<file path="src/rtl/recov_pkg.sv">
package recov_pkg;

  typedef enum logic [2:0] {
    ST_IDLE     = 3'd0,
    ST_RST_HELD = 3'd1,
    ST_CAL      = 3'd2,
    ST_ACQ      = 3'd3,
    ST_TRACK    = 3'd4,
    ST_HOLD     = 3'd5
  } seq_st_e;

  // number of whole clock periods covering a minimum duration
  function automatic int unsigned cycles_for(int unsigned min_ps, int unsigned per_ps);
    return (min_ps + per_ps - 1) / per_ps;
  endfunction

  // states in which the loop runs from calibration on
  function automatic logic loop_running(seq_st_e s);
    return (s == ST_CAL) || (s == ST_ACQ) || (s == ST_TRACK) || (s == ST_HOLD);
  endfunction

endpackage

</file>
<file path="src/rtl/rc_pulse_qual.sv">
module rc_pulse_qual #(
  parameter int unsigned MIN_CYC = 125
) (
  input  logic clk,
  input  logic rst_n,
  input  logic cal_pin,
  output logic valid_o
);
  localparam int unsigned CW = $clog2(MIN_CYC + 1);

  logic [CW-1:0] hi_cnt;

  always_ff @(posedge clk or negedge rst_n) begin
    if (!rst_n) begin
      hi_cnt <= '0;
    end else if (!cal_pin) begin
      hi_cnt <= '0;
    end else if (hi_cnt != CW'(MIN_CYC)) begin
      hi_cnt <= hi_cnt + 1'b1;
    end
  end

  // the edge that sees the pin high for the MIN_CYC-th time
  assign valid_o = cal_pin && (hi_cnt == CW'(MIN_CYC - 1));

  // a pulse qualifies at most once, however long it lasts
  assert_single_qual_R1: assert property (@(posedge clk) disable iff (!rst_n)
    valid_o |=> !valid_o);

endmodule

</file>
<file path="src/rtl/rc_seq_fsm.sv">
module rc_seq_fsm
  import recov_pkg::*;
#(
  parameter int unsigned CAL_TIMEOUT = 64
) (
  input  logic    clk,
  input  logic    rst_n,
  input  logic    valid_rst,
  input  logic    cal_pin,
  input  logic    ltr_n,
  input  logic    lock_ok,
  input  logic    cal_done,
  input  logic    rate_sel,
  output seq_st_e state_o,
  output logic    rst_req_o
);
  localparam int unsigned TW = $clog2(CAL_TIMEOUT + 1);

  seq_st_e       state, state_nx;
  logic [TW-1:0] cal_tmr;
  logic          rate_q;
  logic          rate_chg;
  logic          cal_expire;
  logic          req_set;

  assign rate_chg   = rate_sel != rate_q;
  assign cal_expire = (state == ST_CAL) && (cal_tmr == TW'(CAL_TIMEOUT - 1));
  assign req_set    = rate_chg && loop_running(state);

  always_comb begin
    state_nx = state;
    if (valid_rst) begin
      state_nx = ST_RST_HELD;
    end else if (rst_req_o && loop_running(state)) begin
      state_nx = ST_IDLE;
    end else begin
      unique case (state)
        ST_IDLE:     state_nx = ST_IDLE;
        ST_RST_HELD: if (!cal_pin) state_nx = ST_CAL;
        ST_CAL:      if (cal_done || cal_expire) state_nx = ST_ACQ;
        ST_ACQ: begin
          if (!ltr_n)       state_nx = ST_HOLD;
          else if (lock_ok) state_nx = ST_TRACK;
        end
        ST_TRACK: begin
          if (!ltr_n)        state_nx = ST_HOLD;
          else if (!lock_ok) state_nx = ST_ACQ;
        end
        ST_HOLD:     if (ltr_n) state_nx = ST_ACQ;
        default:     state_nx = ST_IDLE;
      endcase
    end
  end

  always_ff @(posedge clk or negedge rst_n) begin
    if (!rst_n) begin
      state     <= ST_IDLE;
      cal_tmr   <= '0;
      rate_q    <= 1'b0;
      rst_req_o <= 1'b0;
    end else begin
      state   <= state_nx;
      rate_q  <= rate_sel;
      cal_tmr <= (state == ST_CAL) ? cal_tmr + 1'b1 : '0;
      if (valid_rst)    rst_req_o <= 1'b0;
      else if (req_set) rst_req_o <= 1'b1;
    end
  end

  assign state_o = state;

  // RESET_HELD is only entered on a qualified pulse
  assert_held_entry_R2: assert property (@(posedge clk) disable iff (!rst_n)
    (state != ST_RST_HELD && !valid_rst) |=> state != ST_RST_HELD);

  // releasing a held reset starts calibration
  assert_release_cal_R3: assert property (@(posedge clk) disable iff (!rst_n)
    (state == ST_RST_HELD && !cal_pin) |=> state == ST_CAL);

  // calibration never outlives its timeout
  assert_cal_bound_R3: assert property (@(posedge clk) disable iff (!rst_n)
    (state == ST_CAL) |-> (cal_tmr < TW'(CAL_TIMEOUT)));

  // a lock-to-reference request while following data enters HOLD
  assert_ltr_hold_R5: assert property (@(posedge clk) disable iff (!rst_n)
    ((state == ST_ACQ || state == ST_TRACK) && !ltr_n && !valid_rst && !rst_req_o)
      |=> state == ST_HOLD);

  // the reset-required flag persists until a qualified pulse
  assert_req_sticky_R10: assert property (@(posedge clk) disable iff (!rst_n)
    (rst_req_o && !valid_rst) |=> rst_req_o);

endmodule

</file>
<file path="src/rtl/rc_fcw_path.sv">
module rc_fcw_path
  import recov_pkg::*;
#(
  parameter int unsigned FCW_W    = 16,
  parameter logic [FCW_W-1:0] FCW_INIT = FCW_W'(1) << (FCW_W - 1)
) (
  input  logic             clk,
  input  logic             rst_n,
  input  seq_st_e          state,
  input  logic             ref_present,
  input  logic [FCW_W-1:0] fcw_in,
  output logic [FCW_W-1:0] fcw_out,
  output logic             ref_steer
);
  logic [FCW_W-1:0] fcw_q;
  logic             hold_norf;
  logic             in_reset;

  assign hold_norf = (state == ST_HOLD) && !ref_present;
  assign in_reset  = (state == ST_IDLE) || (state == ST_RST_HELD);
  assign ref_steer = (state == ST_HOLD) && ref_present;

  // last word seen before HOLD; frozen while HOLD lasts
  always_ff @(posedge clk or negedge rst_n) begin
    if (!rst_n)                fcw_q <= FCW_INIT;
    else if (state != ST_HOLD) fcw_q <= fcw_in;
  end

  always_comb begin
    if (in_reset)       fcw_out = FCW_INIT;
    else if (hold_norf) fcw_out = fcw_q;
    else                fcw_out = fcw_in;
  end

  // without a reference the word does not move during HOLD
  assert_hold_frozen_R7: assert property (@(posedge clk) disable iff (!rst_n)
    (hold_norf && $past(hold_norf)) |-> (fcw_out == $past(fcw_out)));

endmodule

</file>
<file path="src/rtl/rc_out_gate.sv">
module rc_out_gate #(
  parameter int unsigned DATA_W = 8
) (
  input  logic [DATA_W-1:0] data_in,
  input  logic              squelch,
  input  logic              clk_off,
  output logic [DATA_W-1:0] data_out,
  output logic              clk_en
);
  for (genvar i = 0; i < DATA_W; i++) begin : g_lane
    assign data_out[i] = data_in[i] & ~squelch;
  end

  assign clk_en = ~clk_off;

endmodule

</file>
<file path="src/rtl/recov_ctrl.sv">
module recov_ctrl
  import recov_pkg::*;
#(
  parameter int unsigned CLK_PERIOD_PS = 8000,
  parameter int unsigned MIN_RESET_PS  = 1000000,
  parameter int unsigned CAL_TIMEOUT   = 64,
  parameter int unsigned FCW_W         = 16,
  parameter int unsigned DATA_W        = 8,
  parameter logic [FCW_W-1:0] FCW_INIT = FCW_W'(1) << (FCW_W - 1)
) (
  input  logic              clk,
  input  logic              rst_n,
  input  logic              cal_pin,
  input  logic              rate_sel,
  input  logic              ltr_n,
  input  logic              ref_present,
  input  logic              cal_done,
  input  logic              lock_ok,
  input  logic [FCW_W-1:0]  fcw_in,
  input  logic              squelch,
  input  logic              clk_off,
  input  logic [DATA_W-1:0] data_in,
  output logic [FCW_W-1:0]  fcw_out,
  output logic [2:0]        seq_state,
  output logic              loop_rst,
  output logic              cal_run,
  output logic              follow_data,
  output logic              tracking,
  output logic              ref_steer,
  output logic              rst_req,
  output logic [DATA_W-1:0] data_out,
  output logic              clk_en
);
  localparam int unsigned MIN_CYC = cycles_for(MIN_RESET_PS, CLK_PERIOD_PS);

  logic    valid_rst;
  seq_st_e state;

  rc_pulse_qual #(.MIN_CYC(MIN_CYC)) u_qual (
    .clk     (clk),
    .rst_n   (rst_n),
    .cal_pin (cal_pin),
    .valid_o (valid_rst)
  );

  rc_seq_fsm #(.CAL_TIMEOUT(CAL_TIMEOUT)) u_fsm (
    .clk       (clk),
    .rst_n     (rst_n),
    .valid_rst (valid_rst),
    .cal_pin   (cal_pin),
    .ltr_n     (ltr_n),
    .lock_ok   (lock_ok),
    .cal_done  (cal_done),
    .rate_sel  (rate_sel),
    .state_o   (state),
    .rst_req_o (rst_req)
  );

  rc_fcw_path #(.FCW_W(FCW_W), .FCW_INIT(FCW_INIT)) u_fcw (
    .clk         (clk),
    .rst_n       (rst_n),
    .state       (state),
    .ref_present (ref_present),
    .fcw_in      (fcw_in),
    .fcw_out     (fcw_out),
    .ref_steer   (ref_steer)
  );

  rc_out_gate #(.DATA_W(DATA_W)) u_gate (
    .data_in  (data_in),
    .squelch  (squelch),
    .clk_off  (clk_off),
    .data_out (data_out),
    .clk_en   (clk_en)
  );

  assign seq_state   = state;
  assign loop_rst    = (state == ST_IDLE) || (state == ST_RST_HELD);
  assign cal_run     = (state == ST_CAL);
  assign follow_data = (state == ST_ACQ) || (state == ST_TRACK);
  assign tracking    = (state == ST_TRACK);

  // TRACK is reached only from ACQUIRE with lock reported
  assert_track_entry_R4: assert property (@(posedge clk) disable iff (!rst_n)
    (tracking && !$past(tracking)) |-> ($past(state) == ST_ACQ && $past(lock_ok)));

endmodule

</file>
<file path="config.mk">
export PLATFORM = sky130hd
export DESIGN_NAME = recov_ctrl
export DESIGN_NICKNAME = d
export VERILOG_FILES = /design/src/rtl/recov_pkg.sv /design/src/rtl/rc_pulse_qual.sv /design/src/rtl/rc_seq_fsm.sv /design/src/rtl/rc_fcw_path.sv /design/src/rtl/rc_out_gate.sv /design/src/rtl/recov_ctrl.sv
export SDC_FILE = /design/constraint.sdc
export NUM_CORES = 1
export LEC_CHECK = 0
export ABC_AREA = 1
export CAP_MARGIN = 20
export CORE_ASPECT_RATIO = 2
export CORE_MARGIN = 2
export CORE_UTILIZATION = 30
export DETAILED_ROUTE_END_ITERATION = 10
export HOLD_SLACK_MARGIN = 0.15
export SLEW_MARGIN = 5
export SYNTH_ARGS = -nofsm -noshare
export SYNTH_HDL_FRONTEND = slang
export SYNTH_HIERARCHICAL = 1
export SYNTH_SLANG_ARGS = --single-unit
</file>
<file path="constraint.sdc">
create_clock -name clk -period 1.38 [get_ports clk]
set_input_delay 0.276 -clock clk [delete_from_list [all_inputs] [get_ports clk]]
set_output_delay 0.276 -clock clk [all_outputs]
set_load 0.02 [all_outputs]
</file>
==> insert_results.sql, run 1 <==
INSERT INTO impl_metrics (metric_group, metric, value, unit) VALUES
('power_and_ir_drop', 'netSwitchingFraction', '0.223', ''),
('synth', 'fraction_of_the_yosys_area_taken_by_sequential_cells', '0.402', ''),
('synth', 'netlist.area_leader.share', '0.390', ''),
('setup_path', 'r2r_setup_slack', '-150', 'ps'),
('clocking', 'tritoncts_num_sinks', '35', ''),
('route', 'post_drt_via_cell_ratio', '4.54', ''),
('synth', 'netlist-cell-type-count', '29', ''),
('sta', 'timing.max_slew.rel_slack', '0.775', ''),
('route', 'drt_wl_total', '5.86', 'mm'),
('route', 'detailedRoute.firstPassIterationCount', '4', ''),
('layout', 'most_common_cell_after_layout_fill_and_taps_aside', 'sky130_fd_sc_hd__nand2_1', ''),
('floorplan', 'die_width', '64.3', 'µm'),
('clocking', 'clk_path_buf_depth', '2', ''),
('floorplan', 'die_h', '125', 'µm'),
('placement', 'globalplace.congestion', '0.818', ''),
('setup_path', 'cp_data_required_time', '1100', 'ps'),
('synth', 'synth_enable_flop_cells', '0', ''),
('route', 'post-route-drc-count', '0', ''),
('route', 'detail_route.iter0.violations', '109', ''),
('placement', 'dp_hpwl', '4.24', 'mm'),
('power_and_ir_drop', 'p_leak', '1.81', 'nW'),
('power_and_ir_drop', 'p_total', '0.00268', 'W'),
('sta', 'setup_violations', '24', ''),
('run', 'cap_viol_max_count', '0', ''),
('sta', 'setup_repair_after_global_routing_missed_its_margin', 'true', ''),
('layout', 'antenna_diode_count', '0', ''),
('clocking', 'cts_tree', 'built', ''),
('power_and_ir_drop', 'pwr-share-comb', '0.116', ''),
('power_and_ir_drop', 'power_density', '737', 'nW/µm²'),
('sta', 'maxClockFrequency', '0.576', 'GHz'),
('floorplan', 'die_area', '8010', 'µm²'),
('setup_path', 'crit_path_frequent_cell', 'sky130_fd_sc_hd__nor2_4', ''),
('setup_path', 'crit_slowest_cell', 'sky130_fd_sc_hd__dfrtp_2', ''),
('clocking', 'path_clk_slew', '60', 'ps'),
('setup_path', 'setup.worst_path.end_class', 'output pin', ''),
('outcome', 'failed_checks', 'negative setup slack', ''),
('setup_path', 'worst-endpoint-arrival', '1460', 'ps'),
('setup_path', 'timing.critical_path.slowest_cell_delay', '370', 'ps'),
('setup_path', 'cell_breakdown_of_the_critical_path', 'nand2_2 -> nor2_4 -> nand2_4 -> clkbuf_16 -> nor2_2 -> nor2_4 -> buf_4', ''),
('synth', 'syn_area', '2180', 'µm²'),
('synth', 'synth_area_leader_cell', 'sky130_fd_sc_hd__dfrtp_1', ''),
('synth', 'mappedNetlistNets', '354', ''),
('floorplan', 'fp-row-count', '44', ''),
('layout', 'drive_above_1_share', '0.379', ''),
('global_route', 'gr-usage-all-layers', '0.147', ''),
('power_and_ir_drop', 'clockPowerShare', '0.479', ''),
('power_and_ir_drop', 'ir_drop', '0.00128', 'V'),
('synth', 'synthesis.yosys.warnings', '6', ''),
('clocking', 'cts_root_buffer', 'sky130_fd_sc_hd__clkbuf_16', ''),
('route', 'routed_wire_length_per_instance', '11.4', 'µm'),
('floorplan', 'core_area', '7160', 'µm²'),
('synth', 'avgSynthCellArea', '6.90', 'µm²'),
('global_route', 'grt_max_degree', '31', ''),
('sta', 'hold_viol_final', '0', ''),
('outcome', 'run_status', 'finished, violations left', ''),
('synth', 'ys_top_cells_by_area', 'sky130_fd_sc_hd__dfrtp_1, sky130_fd_sc_hd__nand2_1, sky130_fd_sc_hd__nor2_1, sky130_fd_sc_hd__inv_1, sky130_fd_sc_hd__nand3_1', ''),
('setup_path', 'path_buf_inv', '2', ''),
('sta', 'holdWs', '449', 'ps'),
('power_and_ir_drop', 'internal_power', '0.00208', 'W'),
('setup_path', 'worst-path-max-fanout', '11', ''),
('sta', 'timing_worst_slew_pin_value', '337', 'ps'),
('clocking', 'h_tree_depth', '2', ''),
('power_and_ir_drop', 'switching_power_summed_over_all_nets', '0.000596', 'W'),
('floorplan', 'floorplan.io_pins', '68', ''),
('sta', 'period_minus_slack', '1730', 'ps'),
('synth', 'ys_ff_latch', '35', ''),
('setup_path', 'path_class', 'reg -> out', ''),
('hold_path', 'hold_path.class', 'in -> async', ''),
('sta', 'layout_setup_ws', '-355', 'ps'),
('global_route', 'grt_pass1_vias', '2299', ''),
('route', 'vias', '2333', '');
[Yosys cell counts (all sizes together), types with 2 or more instances]
library cell  instances
nand3                25
nand4                 4
inv                  45
clkbuf                3
nor3                  5
dfrtp                34
nor3b                 2
nor2                 61
o21ai                16
ha                    4
a21oi                 3
nand2                96
buf                   9
o21bai                2
[worst reg2reg max path, stage by stage, from the launching register on]
cell and delay [ps]:
sky130_fd_sc_hd__dfrtp_1 390, sky130_fd_sc_hd__inv_2 90, sky130_fd_sc_hd__ha_4 140, sky130_fd_sc_hd__nand2_4 60, sky130_fd_sc_hd__nor3_4 260, sky130_fd_sc_hd__inv_2 70, sky130_fd_sc_hd__nand2_1 70, sky130_fd_sc_hd__nand2_1 60
sky130_fd_sc_hd__nand2_2 100, sky130_fd_sc_hd__nand2_2 80, sky130_fd_sc_hd__nand2_1 70, sky130_fd_sc_hd__nand2_1 50
[power groups by stage]
stage,logic [W],clock network [W],registers [W]
6_report,0.000310,0.00128,0.00108
5_1_grt,0.000340,0.00135,0.00109
4_1_cts,0.000301,0.00131,0.00108
3_5_place_dp,0.000301,0,0.00110
3_3_place_gp,0.000295,0,0.00110
2_1_floorplan,0.000101,0,0.00110
[timing repair]
| action | 4_1_cts | 5_1_grt |
|---|---|---|
| buffers inserted | 6 | 1 |
| setup endpoints to repair | 37 | 31 |
| hold buffers | 1 | 0 |
| gates cloned | 0 | 1 |
| pin swaps | 2 | 6 |
| hold endpoints to repair | 11 | 0 |
| resized for setup | 172 | 28 |
[metrics by stage]
stage | setup WS [ps] | instance area, µm² | cells | setup TNS (ps) | utilization
after CTS | -354 | 3540 | 515 | -6470 | 0.494
final | -355 | 3630 | 514 | -6510 | 0.508
after detailed placement | -736 | 3350 | 500 | -18250 | 0.469
after global routing | -414 | 3630 | 514 | -7990 | 0.508
after floorplan | -128 | 2350 | 316 | -1960 | -
after global placement | -724 | 3350 | 500 | -17580 | 0.469
[cell families after synthesis]
group                    Yosys count  share of synthesized area
buffers and inverters             57                      0.119
AO/OA/AOI/OAI                     22                     0.0539
AND/OR/NAND/NOR                  196                      0.394
flip-flops                        35                      0.402
XOR/XNOR                           2                    0.00803
adder cells (fa/ha/maj)            4                     0.0229
[worst paths after layout]
kind,from,to,cells after the start
min in group clk,u_fcw/fcw_q[15],u_fcw/fcw_q[15],2
hold reg to reg,u_fcw/fcw_q[15],u_fcw/fcw_q[15],2
hold / removal,rst_n,u_qual/hi_cnt[6],2
max in group asynchronous,rst_n,u_fcw/fcw_q[15],3
setup / recovery,u_fsm/state_o[2],fcw_out[10],7
setup reg to reg,u_qual/hi_cnt[1],u_fsm/state_o[1],11
[layout make-up]
cell class | instances | area, µm²
Clock buffer | 5 | 125
Clock inverter | 3 | 43.8
Fill cell | 717 | 3520
Inverter | 45 | 169
Multi-Input combinational cell | 224 | 1300
Sequential cell | 35 | 881
Tap cell | 92 | 115
Timing Repair Buffer | 110 | 995
[routing by layer]
metal  vias up  GRT usage  wire [µm]  share of wire
li1       1176          -          -              -
met1      1096      0.167       2430           0.41
met2        50      0.260       3020           0.52
met3        11     0.0289        285          0.049
met4         0     0.0663        129          0.022
met5         -          0          0              0
[registers in the layout (all words and copies together), names as in the netlist]
| register | cells |
|---|---|
| u_fsm/cal_tmr | 7 |
| u_fcw/fcw_q | 16 |
| u_fsm/rate_q | 1 |
| u_fsm/state_o | 3 |
| u_fsm/rst_req_o | 1 |
| u_qual/hi_cnt | 7 |
Note: power is estimated with default switching activity, not from simulation.
==> inputs of run 2 (changes only) <==
--- a/config.mk
+++ b/config.mk
@@ -9,7 +9,10 @@
 export CAP_MARGIN = 20
+export CELL_PAD_IN_SITES_DETAIL_PLACEMENT = 0
+export CELL_PAD_IN_SITES_GLOBAL_PLACEMENT = 1
 export CORE_ASPECT_RATIO = 2
 export CORE_MARGIN = 2
-export CORE_UTILIZATION = 30
+export CORE_UTILIZATION = 29
 export DETAILED_ROUTE_END_ITERATION = 10
 export HOLD_SLACK_MARGIN = 0.15
+export PLACE_DENSITY_LB_ADDON = 0.1
 export SLEW_MARGIN = 5
==> constraint.sdc (replaced) <==
create_clock -name clk -period 1.4 [get_ports clk]
set_input_delay 0.35 -clock clk [delete_from_list [all_inputs] [get_ports clk]]
set_output_delay 0.35 -clock clk [all_outputs]
set_load 0.02 [all_outputs]
==> run 2 against run 1 <==
Effect of this change:
- the flow still finishes with violations (negative setup slack)
- register-to-register slack worse by 50 ps
- utilization up 2.2 points
- total power down 10%
- final cell count up 1.6%
- clock-buffer cell count up 2
- flip-flop and latch count unchanged
- global-route usage up 0.53 points
- wire length down 0.32%
- combinational power down 3%
- critical path type unchanged
- critical endpoint is now fcw_out[2]
==> insert_results.sql, run 2 (same netlist as run 1, synthesis figures left out) <==
INSERT INTO impl_metrics (metric_group, metric, value, unit) VALUES
('outcome', 'run_status', 'finished, violations left', ''),
('outcome', 'failed_checks', 'negative setup slack', ''),
('setup_path', 'cell_breakdown_of_the_critical_path', 'buf_6 -> or2_4 -> buf_12 -> nand2_2 -> nor2_4 -> buf_4', ''),
('layout', 'most_common_cell_after_layout_fill_and_taps_aside', 'sky130_fd_sc_hd__nand2_1', ''),
('hold_path', 'hold_path.class', 'reg -> reg', ''),
('sta', 'setup_repair_after_global_routing_missed_its_margin', 'true', ''),
('floorplan', 'fp-row-count', '44', ''),
('floorplan', 'floorplan.io_pins', '68', ''),
('floorplan', 'initial_core_util', '0.300', ''),
('sta', 'timing.max_slew.rel_slack', '0.834', ''),
('power_and_ir_drop', 'power_density', '624', 'nW/µm²'),
('sta', 'period_minus_slack', '1840', 'ps'),
('layout', 'multi_input_area', '1400', 'µm²'),
('global_route', 'grt_max_degree', '36', ''),
('sta', 'clock_skew', '2.65', 'ps'),
('power_and_ir_drop', 'ir_drop', '0.000696', 'V'),
('setup_path', 'worst-endpoint-arrival', '1490', 'ps'),
('route', 'post_drt_via_cell_ratio', '4.39', ''),
('setup_path', 'path_class', 'reg -> out', ''),
('layout', 'regMostFlops', 'u_fcw/fcw_q', ''),
('layout', 'layout_top_registers', 'u_fcw/fcw_q (16), u_fsm/cal_tmr (7), u_qual/hi_cnt (7)', ''),
('layout', 'final_util', '0.530', ''),
('route', 'remaining_antenna_violation_count_after_routing', '0', ''),
('sta', 'layout_setup_ws', '-443', 'ps'),
('route', 'detail_route.iter0.violations', '87', ''),
('route', 'drt_wl_total', '5.84', 'mm'),
('sta', 'setup_violations', '27', ''),
('global_route', 'grt_pass1_wl', '10.1', 'mm'),
('layout', 'drive_above_1_share', '0.447', ''),
('layout', 'area_growth_syn_to_layout', '76.5', '%'),
('route', 'detailedRoute.firstPassIterationCount', '4', ''),
('setup_path', 'setup.worst_path.end_class', 'output pin', ''),
('clocking', 'h_tree_depth', '2', ''),
('floorplan', 'die_area', '8270', 'µm²'),
('floorplan', 'die_width', '65.3', 'µm'),
('setup_path', 'worst-path-max-fanout', '16', ''),
('route', 'routed_wire_length_per_instance', '11.2', 'µm'),
('layout', 'finalNetCount', '467', ''),
('clocking', 'cts_tree', 'built', ''),
('global_route', 'grt_antenna_before_repair', '0', ''),
('placement', 'placed_cell_area', '3400', 'µm²'),
('layout', 'number_of_flip_flops_in_the_largest_register', '16', ''),
('clocking', 'path_clk_slew', '50', 'ps'),
('route', 'vias', '2294', ''),
('layout', 'post_layout_nonfiller_instances', '522', ''),
('floorplan', 'core_area', '7270', 'µm²'),
('run', 'cap_viol_max_count', '0', ''),
('clocking', 'clk-insertion-delay-late', '270', 'ps'),
('setup_path', 'setup.worst_path.start_class', 'register', ''),
('route', 'post-route-drc-count', '0', ''),
('clocking', 'cts_root_buffer', 'sky130_fd_sc_hd__clkbuf_16', ''),
('placement', 'globalplace.congestion', '0.758', ''),
('global_route', 'global_route.overflow_total', '0', ''),
('sta', 'final_max_slew_viol_count', '0', ''),
('sta', 'hold_viol_final', '0', ''),
('global_route', 'grt_pass1_vias', '2325', ''),
('placement', 'dp_hpwl', '4.31', 'mm'),
('clocking', 'numCtsBuffers', '5', ''),
('placement', 'place_worst_setup_slack', '-888', 'ps'),
('layout', 'antenna_diode_count', '0', ''),
('setup_path', 'cp_data_required_time', '1050', 'ps'),
('sta', 'maxClockFrequency', '0.543', 'GHz'),
('layout', 'ff_latch_area', '881', 'µm²'),
('layout', 'most-common-layout-cells', 'sky130_fd_sc_hd__nand2_1, sky130_fd_sc_hd__buf_4, sky130_fd_sc_hd__inv_1', ''),
('floorplan', 'die_h', '127', 'µm'),
('clocking', 'tritoncts_num_sinks', '35', ''),
('layout', 'layout.filler_cells', '729', ''),
('clocking', 'clk_path_buf_depth', '2', ''),
('power_and_ir_drop', 'p_leak', '1.92', 'nW'),
('layout', 'final_standard_cell_area_without_fillers', '3850', 'µm²'),
('placement', 'placed_cells_incl_taps', '505', ''),
('global_route', 'gr-usage-all-layers', '0.153', ''),
('setup_path', 'timing.critical_path.slowest_cell_delay', '420', 'ps'),
('sta', 'timing_worst_slew_pin_value', '248', 'ps'),
('setup_path', 'crit_slowest_cell', 'sky130_fd_sc_hd__dfrtp_2', ''),
('sta', 'timing.final.crit_share', '1.32', ''),
('placement', 'io_buffers', '67', '');
-- run 2: cell types whose count changed in the layout (fill, tap and decap cells not counted), moves of 3 or more --
| cell | before | now |
|---|---|---|
| sky130_fd_sc_hd__buf_12 | 3 | 6 |
| sky130_fd_sc_hd__dlygate4sd2_1 | 3 | 11 |
| sky130_fd_sc_hd__nor2_4 | 18 | 23 |
| sky130_fd_sc_hd__nor2_2 | 16 | 13 |
| sky130_fd_sc_hd__buf_4 | 43 | 49 |
| sky130_fd_sc_hd__nand2_1 | 74 | 58 |
| sky130_fd_sc_hd__nand3_1 | 21 | 18 |
| sky130_fd_sc_hd__buf_6 | 16 | 24 |
| sky130_fd_sc_hd__nand2_2 | 20 | 35 |
| sky130_fd_sc_hd__buf_2 | 12 | 3 |
| sky130_fd_sc_hd__inv_1 | 39 | 36 |
| sky130_fd_sc_hd__clkdlybuf4s50_1 | 31 | 22 |
-- run 2: layer usage --
layer	vias to the layer above	wire, µm	track usage	part of all wire
met2	33	3420	0.300	0.59
met4	0	94	0.0515	0.016
met5	-	0	0	0
met1	1063	2130	0.156	0.36
met3	6	191	0.0230	0.033
li1	1192	-	-	-
-- run 2: stage by stage --
step	power, W	TNS, ps	hold slack [ps]
5_1_grt	0.00253	-10620	500
4_1_cts	0.00245	-9530	471
2_1_floorplan	0.00118	-2770	54.4
3_3_place_gp	0.00139	-22800	332
6_report	0.00240	-8880	466
3_5_place_dp	0.00139	-22920	334
-- run 2: final timing paths --
check | from | endpoint | slack (ps) | cells past startpoint
hold / removal | u_fcw/fcw_q[15] | u_fcw/fcw_q[15] | 470 | 2
min in group asynchronous | rst_n | u_fcw/fcw_q[11] | 570 | 3
setup / recovery | u_fsm/state_o[1] | fcw_out[2] | -440 | 6
hold reg to reg | u_fcw/fcw_q[15] | u_fcw/fcw_q[15] | 470 | 2
max in group asynchronous | rst_n | u_fcw/fcw_q[15] | 580 | 3
setup reg to reg | u_fsm/state_o[1] | u_fsm/state_o[2] | -200 | 12
-- run 2: final cells by class --
cell class | count | share of cell area
multi-input combinational | 224 | 0.364
timing repair buffer | 118 | 0.296
sequential | 35 | 0.229
inverter | 45 | 0.0452
clock buffer | 7 | 0.0344
tap | 92 | 0.0299
clock inverter | 1 | 0.00130
-- run 2: what timing repair did --
item                                   4_1_cts  5_1_grt
pin swaps                                    6       11
endpoints found under the hold margin       34        0
setup endpoints to repair                   38       31
resized for setup                          224       49
cloned                                       0        1
hold buffers                                 1        0
buffers inserted                             4        4
-- run 2: worst max-delay path, delay by kind of cell, from the launching register on --
kind,cells,cell delay (ps)
buffers and inverters,3,440
flip-flops,1,420
AND/OR/NAND/NOR,3,360
-- run 2: report_power, final --
group | switching [W] | internal (W)
registers | 0.0000209 | 0.00105
clock network | 0.000379 | 0.000656
logic | 0.000136 | 0.000163
total | 0.000536 | 0.00187
==> inputs of run 3 (changes only) <==
- REMOVE_ABC_BUFFERS: default -> 1
==> run 3 against run 2 <==
Effect of this change:
- the run still ends with negative setup slack left
- largest power group is now clock
- critical path depth is the same
- worst setup slack gained 8.2 ps
- flip-flop and latch count is the same
==> insert_results.sql, run 3 (same netlist as run 1, synthesis figures left out) <==
INSERT INTO impl_metrics (metric_group, metric, value, unit) VALUES
('outcome', 'run_status', 'finished, violations left', ''),
('outcome', 'failed_checks', 'negative setup slack', ''),
('layout', 'drive_above_1_share', '0.347', ''),
('global_route', 'global_route.overflow_total', '0', ''),
('floorplan', 'core_area', '7270', 'µm²'),
('route', 'remaining_antenna_violation_count_after_routing', '0', ''),
('layout', 'most_common_cell_after_layout_fill_and_taps_aside', 'sky130_fd_sc_hd__nand2_1', ''),
('hold_path', 'min-delay-start', 'u_fcw/fcw_q[15]', ''),
('floorplan', 'initial_core_util', '0.300', ''),
('layout', 'finalNetCount', '461', ''),
('placement', 'dp_hpwl', '4.16', 'mm'),
('sta', 'setup_violations', '31', ''),
('power_and_ir_drop', 'p_leak', '1.85', 'nW'),
('route', 'post_drt_via_cell_ratio', '4.43', ''),
('setup_path', 'setup.worst_path.end_class', 'output pin', ''),
('placement', 'place_worst_setup_slack', '-844', 'ps'),
('setup_path', 'path_class', 'reg -> out', ''),
('layout', 'regMostFlops', 'u_fcw/fcw_q', ''),
('sta', 'final_max_slew_viol_count', '0', ''),
('setup_path', 'timing.critical_path.from', 'u_fsm/state_o[1]', ''),
('floorplan', 'die_width', '65.3', 'µm'),
('global_route', 'gr-usage-all-layers', '0.150', ''),
('clocking', 'tritoncts_num_sinks', '35', ''),
('setup_path', 'setup.worst_path.start_class', 'register', ''),
('power_and_ir_drop', 'p_total', '0.00250', 'W'),
('route', 'drt_wl_total', '5.68', 'mm'),
('hold_path', 'hold_path.class', 'reg -> reg', ''),
('layout', 'area_growth_syn_to_layout', '63.6', '%'),
('sta', 'clock_skew', '3.64', 'ps'),
('power_and_ir_drop', 'ir_drop', '0.000504', 'V'),
('placement', 'globalplace.congestion', '0.774', ''),
('layout', 'number_of_flip_flops_in_the_largest_register', '16', ''),
('power_and_ir_drop', 'power_density', '701', 'nW/µm²'),
('route', 'routed_wire_length_per_instance', '11.0', 'µm'),
('layout', 'multi_input_area', '1220', 'µm²'),
('route', 'vias', '2284', ''),
('global_route', 'grt_max_degree', '36', ''),
('setup_path', 'worst-endpoint-arrival', '1480', 'ps'),
('run', 'cap_viol_max_count', '0', ''),
('floorplan', 'fp-row-count', '44', ''),
('layout', 'layout_top_registers', 'u_fcw/fcw_q (16), u_fsm/cal_tmr (7), u_qual/hi_cnt (7)', ''),
('sta', 'timing.final.crit_share', '1.31', ''),
('clocking', 'cts_root_buffer', 'sky130_fd_sc_hd__clkbuf_16', ''),
('sta', 'hold_viol_final', '0', ''),
('sta', 'layout_setup_ws', '-435', 'ps'),
('sta', 'timing.max_slew.rel_slack', '0.820', ''),
('layout', 'ff_latch_area', '877', 'µm²'),
('layout', 'most-common-layout-cells', 'sky130_fd_sc_hd__nand2_1, sky130_fd_sc_hd__buf_4, sky130_fd_sc_hd__nor2_1', ''),
('clocking', 'h_tree_depth', '2', ''),
('placement', 'io_buffers', '67', ''),
('clocking', 'path_clk_slew', '50', 'ps'),
('global_route', 'grt_pass1_wl', '9.92', 'mm'),
('floorplan', 'die_area', '8270', 'µm²'),
('route', 'detailedRoute.firstPassIterationCount', '4', ''),
('setup_path', 'r2r-start', 'u_fsm/state_o[1]', ''),
('global_route', 'grt_antenna_before_repair', '0', ''),
('sta', 'timing_worst_slew_pin_value', '270', 'ps'),
('layout', 'final_util', '0.491', ''),
('sta', 'period_minus_slack', '1830', 'ps'),
('setup_path', 'cp_data_required_time', '1050', 'ps'),
('clocking', 'cts_tree', 'built', ''),
('clocking', 'clk_path_buf_depth', '2', ''),
('sta', 'setup_repair_after_global_routing_missed_its_margin', 'true', ''),
('floorplan', 'die_h', '127', 'µm'),
('floorplan', 'floorplan.io_pins', '68', ''),
('clocking', 'clk-insertion-delay-late', '280', 'ps'),
('route', 'post-route-drc-count', '0', ''),
('route', 'detail_route.iter0.violations', '100', ''),
('clocking', 'numCtsBuffers', '5', ''),
('layout', 'antenna_diode_count', '0', ''),
('layout', 'layout.filler_cells', '804', ''),
('sta', 'maxClockFrequency', '0.545', 'GHz'),
('setup_path', 'worst-path-max-fanout', '3', ''),
('global_route', 'grt_pass1_vias', '2350', '');
-- run 3: critical path, cell delays in order, from the launching register on --
cell,delay [ps]
sky130_fd_sc_hd__dfrtp_1,410
sky130_fd_sc_hd__buf_6,130
sky130_fd_sc_hd__or2_4,260
sky130_fd_sc_hd__buf_4,150
sky130_fd_sc_hd__nand2_1,60
sky130_fd_sc_hd__nor2_1,40
sky130_fd_sc_hd__buf_4,150
-- run 3: layer usage --
layer / vias to the layer above / global-route usage / routed length, µm
met1: 1034 / 0.147 / 2090
met5: - / 0 / 0
met4: 0 / 0.0821 / 179
met2: 55 / 0.283 / 3120
met3: 12 / 0.0293 / 285
li1: 1183 / - / -
-- run 3: per-stage QoR --
| stage | std cells | TNS [ps] | cell area, µm² | hold WS [ps] |
|---|---|---|---|---|
| after floorplan | 304 | -16520 | 2090 | 54.4 |
| after global placement | 499 | -22160 | 3170 | 329 |
| after detailed placement | 499 | -22420 | 3170 | 334 |
| after CTS | 514 | -9290 | 3410 | 472 |
| after global routing | 516 | -11000 | 3570 | 480 |
| final | 516 | -8520 | 3570 | 469 |
-- run 3: cell type report --
cell class,count,share of cell area
clock buffers,8,0.0438
inverters,45,0.0481
multi-input cells,224,0.343
flip-flops and latches,35,0.246
well taps,92,0.0323
repair buffers,112,0.287
-- run 3: path summary, 6_finish.rpt --
check	end	slack, ps	cells past startpoint
max	fcw_out[2]	-430	6
min	u_fcw/fcw_q[15]	470	2
max reg2reg	u_fsm/state_o[0]	-190	12
min reg2reg	u_fcw/fcw_q[15]	470	2
max in group asynchronous	u_fcw/fcw_q[15]	580	3
min in group asynchronous	u_qual/hi_cnt[5]	560	3
-- run 3: repair_timing --
action / CTS / global route
cloned: 1 / 0
endpoints found under the hold margin: 34 / 0
buffers inserted: 6 / 3
resized for setup: 209 / 45
endpoints found under the setup margin: 41 / 32
hold buffers: 1 / 0
pin swaps: 13 / 15
-- run 3: power by group --
group / internal (W) / switching [W] / leakage (nW)
clock network: 0.000757 / 0.000399 / 0.0772
logic: 0.000153 / 0.000130 / 1.33
registers: 0.00105 / 0.0000170 / 0.446
